--- src/rtl/ip_fp_pkg.sv ---
package ip_fp_pkg;

    localparam int HDR_W  = 160;
    localparam int WORD_W = 16;

    // cause codes, smaller value wins when several apply
    typedef enum logic [2:0] {
        CAUSE_NONE  = 3'd0,
        CAUSE_VER   = 3'd1,
        CAUSE_LEN   = 3'd2,
        CAUSE_OPT   = 3'd3,
        CAUSE_TTL   = 3'd4,
        CAUSE_BIG   = 3'd5,
        CAUSE_MCAST = 3'd6
    } cause_e;

    // field positions inside the 160-bit header vector
    localparam int VER_HI  = 159;
    localparam int IHL_HI  = 155;
    localparam int TLEN_HI = 143;
    localparam int TTL_HI  = 95;
    localparam int PROT_HI = 87;
    localparam int CSUM_HI = 79;
    localparam int DST_HI  = 31;

endpackage

--- src/rtl/fp_ones_sum.sv ---
// N-term one's-complement adder, end-around carry folded after each term
module fp_ones_sum #(
    parameter int N = 2,
    parameter int W = 16
) (
    input  logic [N-1:0][W-1:0] terms,
    output logic [W-1:0]        sum
);
    logic [W-1:0] acc [N+1];

    assign acc[0] = '0;

    for (genvar i = 0; i < N; i++) begin : g_term
        logic [W:0] raw;
        assign raw        = {1'b0, acc[i]} + {1'b0, terms[i]};
        assign acc[i + 1] = raw[W-1:0] + {{(W-1){1'b0}}, raw[W]};
    end

    assign sum = acc[N];

endmodule

--- src/rtl/fp_hdr_classify.sv ---
// Fast-path screening of one header; purely combinational
module fp_hdr_classify
    import ip_fp_pkg::*;
#(
    parameter int MTU_W = 16
) (
    input  logic [3:0]       ver,
    input  logic [3:0]       ihl,
    input  logic [15:0]      tot_len,
    input  logic [7:0]       ttl,
    input  logic [3:0]       dst_top,
    input  logic [MTU_W-1:0] mtu,
    output cause_e           cause
);
    localparam int CMP_W = (MTU_W > 16) ? MTU_W : 16;

    logic [CMP_W-1:0] len_x;
    logic [CMP_W-1:0] mtu_x;
    logic [15:0]      hdr_bytes;
    logic             bad_ver;
    logic             bad_len;
    logic             has_opt;
    logic             low_ttl;
    logic             too_big;
    logic             is_mcast;

    always_comb begin
        len_x     = CMP_W'(tot_len);
        mtu_x     = CMP_W'(mtu);
        hdr_bytes = {10'd0, ihl, 2'b00};
        bad_ver   = (ver != 4'd4);
        bad_len   = (ihl < 4'd5) || (tot_len < 16'd20) || (tot_len < hdr_bytes);
        has_opt   = (ihl > 4'd5);
        low_ttl   = (ttl < 8'd2);
        too_big   = (len_x > mtu_x);
        is_mcast  = (dst_top == 4'hE);

        if (bad_ver)       cause = CAUSE_VER;
        else if (bad_len)  cause = CAUSE_LEN;
        else if (has_opt)  cause = CAUSE_OPT;
        else if (low_ttl)  cause = CAUSE_TTL;
        else if (too_big)  cause = CAUSE_BIG;
        else if (is_mcast) cause = CAUSE_MCAST;
        else               cause = CAUSE_NONE;
    end

endmodule

--- src/rtl/ip_fp_update.sv ---
// Two-stage IPv4 fast-path header updater
module ip_fp_update
    import ip_fp_pkg::*;
#(
    parameter int PORT_W = 4,
    parameter int L2_W   = 48,
    parameter int FLOW_W = 20,
    parameter int MTU_W  = 16
) (
    input  logic              clk,
    input  logic              rst_n,
    input  logic              in_valid,
    output logic              in_ready,
    input  logic [HDR_W-1:0]  in_hdr,
    input  logic [MTU_W-1:0]  in_mtu,
    input  logic [PORT_W-1:0] in_port,
    input  logic [L2_W-1:0]   in_l2,
    input  logic [FLOW_W-1:0] in_flow,
    output logic              out_valid,
    input  logic              out_ready,
    output logic [HDR_W-1:0]  out_hdr,
    output logic [PORT_W-1:0] out_port,
    output logic [L2_W-1:0]   out_l2,
    output logic [FLOW_W-1:0] out_flow,
    output logic              out_slow,
    output logic [2:0]        out_reason
);
    localparam int TTLW_LO = TTL_HI - WORD_W + 1;   // word holding TTL and protocol
    localparam int CSUM_LO = CSUM_HI - WORD_W + 1;

    typedef struct packed {
        logic              vld;
        logic [HDR_W-1:0]  hdr;
        cause_e            cause;
        logic [WORD_W-1:0] part;   // ~HC + ~m, one's complement
        logic [WORD_W-1:0] mnew;   // TTL/protocol word after decrement
        logic [PORT_W-1:0] port;
        logic [L2_W-1:0]   l2;
        logic [FLOW_W-1:0] flow;
    } screen_t;

    typedef struct packed {
        logic              vld;
        logic [HDR_W-1:0]  hdr;
        cause_e            cause;
        logic [PORT_W-1:0] port;
        logic [L2_W-1:0]   l2;
        logic [FLOW_W-1:0] flow;
    } emit_t;

    screen_t sc_d, sc_q;
    emit_t   em_d, em_q;

    logic              adv;
    cause_e            in_cause;
    logic [WORD_W-1:0] in_part;
    logic [WORD_W-1:0] fin_sum;
    logic [HDR_W-1:0]  patched;

    // stage 1 helpers
    fp_hdr_classify #(.MTU_W(MTU_W)) u_cls (
        .ver     (in_hdr[VER_HI -: 4]),
        .ihl     (in_hdr[IHL_HI -: 4]),
        .tot_len (in_hdr[TLEN_HI -: 16]),
        .ttl     (in_hdr[TTL_HI -: 8]),
        .dst_top (in_hdr[DST_HI -: 4]),
        .mtu     (in_mtu),
        .cause   (in_cause)
    );

    fp_ones_sum #(.N(2), .W(WORD_W)) u_part (
        .terms ({~in_hdr[CSUM_HI -: WORD_W], ~in_hdr[TTL_HI -: WORD_W]}),
        .sum   (in_part)
    );

    // stage 2 helper: add m' and complement
    fp_ones_sum #(.N(2), .W(WORD_W)) u_fin (
        .terms ({sc_q.part, sc_q.mnew}),
        .sum   (fin_sum)
    );

    assign adv      = !em_q.vld || out_ready;
    assign in_ready = adv;

    always_comb begin
        patched = sc_q.hdr;
        patched[TTL_HI:TTLW_LO]  = sc_q.mnew;
        patched[CSUM_HI:CSUM_LO] = ~fin_sum;
    end

    always_comb begin
        sc_d = sc_q;
        em_d = em_q;
        if (adv) begin
            sc_d.vld   = in_valid;
            sc_d.hdr   = in_hdr;
            sc_d.cause = in_cause;
            sc_d.part  = in_part;
            sc_d.mnew  = {in_hdr[TTL_HI -: 8] - 8'd1, in_hdr[PROT_HI -: 8]};
            sc_d.port  = in_port;
            sc_d.l2    = in_l2;
            sc_d.flow  = in_flow;

            em_d.vld   = sc_q.vld;
            em_d.cause = sc_q.cause;
            em_d.hdr   = (sc_q.cause == CAUSE_NONE) ? patched : sc_q.hdr;
            em_d.port  = sc_q.port;
            em_d.l2    = sc_q.l2;
            em_d.flow  = sc_q.flow;
        end
    end

    always_ff @(posedge clk) begin
        if (!rst_n) begin
            sc_q <= '0;
            em_q <= '0;
        end else begin
            sc_q <= sc_d;
            em_q <= em_d;
        end
    end

    assign out_valid  = em_q.vld;
    assign out_hdr    = em_q.hdr;
    assign out_port   = em_q.port;
    assign out_l2     = em_q.l2;
    assign out_flow   = em_q.flow;
    assign out_reason = em_q.cause;
    assign out_slow   = (em_q.cause != CAUSE_NONE);

endmodule

--- config.mk ---
export PLATFORM = sky130hd
export DESIGN_NAME = ip_fp_update
export DESIGN_NICKNAME = d
export VERILOG_FILES = /design/src/rtl/ip_fp_pkg.sv /design/src/rtl/fp_ones_sum.sv /design/src/rtl/fp_hdr_classify.sv /design/src/rtl/ip_fp_update.sv
export SDC_FILE = /design/constraint.sdc
export NUM_CORES = 1
export LEC_CHECK = 0
export BUFFER_PORTS_ARGS = -buffer_cell sky130_fd_sc_hd__buf_2
export CAP_MARGIN = 20
export CORE_MARGIN = 1.5
export CORE_UTILIZATION = 39
export DETAILED_ROUTE_END_ITERATION = 10
export PLACE_DENSITY = 0.62
export SETUP_SLACK_MARGIN = 0.4
export SLEW_MARGIN = 20
export SYNTH_ARGS = -nofsm -noshare
export SYNTH_HDL_FRONTEND = slang
export SYNTH_SLANG_ARGS = --single-unit
--- constraint.sdc ---
create_clock -name clk -period 4.9 [get_ports clk]
set_input_delay 0.98 -clock clk [delete_from_list [all_inputs] [get_ports clk]]
set_output_delay 0.98 -clock clk [all_outputs]
set_load 0.02 [all_outputs]
==> impl_metrics.yaml <==
run_status:
  status: "complete, no violations"
clocking:
  path_clk_slew_ns: 0.06
  cts.sinks: 496
  cts_resized: 0
  post_cts_buffers: 0
  cts_htree_levels: 2
  cts_tree: "built"
  clockBufferDepth: 3
  cts_buffers: 54
  clk_latency_ns: 0.61
  clockRootBuffer: "clkbuf_16"
  holdBufCountCts: 0
logic_synthesis:
  synth_cell_types: 71
  synthCells: 2569
  yosysTopAreaCell: "dfxtp_1"
  synth-edff-count: 0
  synth_most_common_cell: "nand2_1"
  synth_top_cells_by_count: "952 x nand2_1, 496 x dfxtp_1, 476 x a21oi_1"
  synth_nets: 2880
  synthFlopType: "dfxtp_1"
  ys_warn_count: 0
  synthArstFlopShare_pct: 0
  synth_area_leaders: "dfxtp_1 50%, nand2_1 18%, a21oi_1 12%, ha_1 3.6%, clkbuf_1 2.9%"
  yosysSeqAreaShare_pct: 49.81
  syn_avg_cell_area_um2: 7.759
  netlist_area_um2: 19930
  synth_top_cell_area_share_pct: 49.81
  ys_ff_latch: 496
setup_path:
  worstRegToRegCells: 16
  reg2reg_to: "out_hdr[71]$_SDFFE_PN0P_"
  r2r_slack_ns: 0.75
  critPathKind: "reg -> reg"
  cp.required_ns: 5.44
  crit_arrival_ns: 4.69
  r2r_start: "sc_q[194]$_SDFFE_PN0P_"
  worstPathMaxFanout: 11
  startpoint_type: "register"
  crit_path_end_kind: "register"
routing:
  finalWirelength_um: 57340
  vias: 18410
  dr.first_iter.drc_count: 1022
  ant_nets: 0
  wl_per_cell_um: 15.62
  first_pass_iters: 5
  via_per_inst: 5.017
  drcViolationCount: 0
power:
  p_int_mw: 7.146
  power.leakage_nw: 11.14
  p_sw_mw: 2.642
  pwr-share-seq_pct: 45.2
  peakVddDrop_v: 0.0002655
  p_clk_share_pct: 41.2
  netSwitchingFraction_pct: 26.99
  p_comb_share_pct: 13.6
  powerDensity_nw_per_um2: 399.1
sta:
  fin_skew_ns: 0.01966
  fin_crit_sh_pct: 84.63
  maxSlewViolCount: 0
  worst_pin_slew_ns: 1.004
  slew_headroom_pct: 33.06
  fin_crit_ns: 4.147
  hold_violations: 0
  grt_setup_unrepaired: "false"
  setup_viol_count_final: 0
  fmax_mhz: 241.1
  tns_ns: 0
floorplan:
  die_h_um: 229.1
  pin_count: 490
  dieArea_um2: 52480
  rows: 82
  die_x_um: 229.1
  core-area_um2: 50270
  initial_utilization_pct: 39.65
hold_path:
  hold_path_end: "out_hdr[49]$_SDFFE_PN0P_"
  whs_path_depth: 2
  min_path_type: "reg -> reg"
  hold_start: "out_hdr[49]$_SDFFE_PN0P_"
final_layout:
  area_delta_synth_final_pct: 23.02
  multi_input_area_um2: 9071
  fin_util_pct: 48.78
  regArea_um2: 9930
  drive_gt1_share_pct: 20.21
  fill_cells: 5003
  layout.cells.non_filler: 3670
  finalNetCount: 3262
global_route:
  grt_pass1_wl_um: 90240
  antenna_found_initial: 9
  grtUsageTotal_pct: 20.95
  grt.overflow.total: 0
  grt_pass1_vias: 17100
  grt_max_degree: 244
place:
  placed_cells: 3566
  hpwl_um: 39780
  io_buffers: 489
  globalplace.congestion: 0.8836
flow_run:
  maxCapViolCount: 0
stage by stage:
step	setup slack (ns)	area [um2]	total power [mW]	hold slack (ns)
CTS	0.7536	24480	9.898	0.4478
global route	0.4137	24520	10.24	0.4616
floorplan	1.050	19930	5.375	0.4267
detailed placement	0.4337	22690	5.838	0.4403
finish	0.7532	24520	9.787	0.4463
global placement	0.6084	22690	5.799	0.4349
final cells by class:
type                    count  share of cell area (%)
flip-flops and latches    496                   40.49
multi-input cells        1835                   36.99
repair buffers            500                   10.70
clock buffers              81                   6.495
well taps                 672                   3.429
inverters                  64                   1.041
clock inverters            18                  0.8062
diodes                      4                 0.04082
how the worst max path moves through the flow:
stage | startpoint | to | slack (ns) | cells after the start
after floorplan | in_hdr[64] | sc_q[100]$_SDFFE_PN0P_ | 1.05 | 17
after global placement | in_hdr[64] | sc_q[100]$_SDFFE_PN0P_ | 0.61 | 18
after detailed placement | in_hdr[64] | sc_q[100]$_SDFFE_PN0P_ | 0.43 | 18
after CTS | sc_q[194]$_SDFFE_PN0P_ | out_hdr[71]$_SDFFE_PN0P_ | 0.75 | 16
after global routing | sc_q[194]$_SDFFE_PN0P_ | out_hdr[71]$_SDFFE_PN0P_ | 0.41 | 16
final | sc_q[194]$_SDFFE_PN0P_ | out_hdr[71]$_SDFFE_PN0P_ | 0.75 | 16
per-layer routing:
| layer | GRT usage, % | wire length [um] |
|---|---|---|
| met5 | 0 | 48 |
| met4 | 7.113 | 1412 |
| met3 | 5.441 | 4213 |
| met2 | 34.91 | 27030 |
| met1 | 26.21 | 24640 |
power groups by stage:
stage               registers (mW)  clock network, mW  logic [mW]
finish                        4.42               4.03        1.33
global route                  4.45               4.32        1.48
CTS                           4.42               4.14        1.34
detailed placement            4.51                  0        1.33
global placement              4.50                  0        1.30
floorplan                     4.61                  0       0.765
sequential cells by signal, summed over array words and instances (netlist names):
register	count
out_flow	20
sc_q	124
out_reason	3
out_hdr	160
patched	136
out_l2	48
out_valid	1
out_port	4
worst max-delay path, cell delays in order (launching register included):
cell and delay [ns]:
dfxtp_1 0.35, ha_1 0.48, o211ai_1 0.18, a21bo_2 0.26, o21ai_0 0.27, a311oi_1 0.16
o21ai_0 0.20, a21o_1 0.19, ha_1 0.17, and3_1 0.17, nor3b_1 0.38, nor4b_2 0.51
nand2_1 0.12, or2_0 0.22, a311oi_1 0.26, a21oi_1 0.06, nor2_1 0.10
layout by cell type, fill, tap and decap left out, types with 4 or more instances in the layout:
cell and instances:
nand2_1 952, dfxtp_1 496, buf_2 489, a21oi_1 476, nor2_1 69, inv_1 62
ha_1 57, clkbuf_16 54, xnor2_1 35, o21ai_0 20, a311oi_1 19, a211oi_1 19
nand3_1 18, xor2_1 17, a21o_1 15, nor3_1 15, clkbuf_8 14, clkbuf_1 13
o211ai_1 11, o21a_1 10, and3_1 10, nand4_1 9, clkinv_2 8, nand2b_1 6
buf_12 6, diode_2 4, o21bai_1 4, or3_1 4, a31oi_1 4, nor3b_1 4
buf_4 4
cell families (layout without fill, tap and decap cells):
logic type	count (synthesis)	count (layout)	share of synthesized area, %
simple gates	1113	1113	22.18
compound gates	610	610	17.11
flops	496	496	49.81
buf+inv	238	663	4.776
fa+ha+maj	59	59	3.779
xor+xnor	52	52	2.285
mux	1	1	0.05649
other cells	0	4	0
Power figures use the tool's default switching activity.
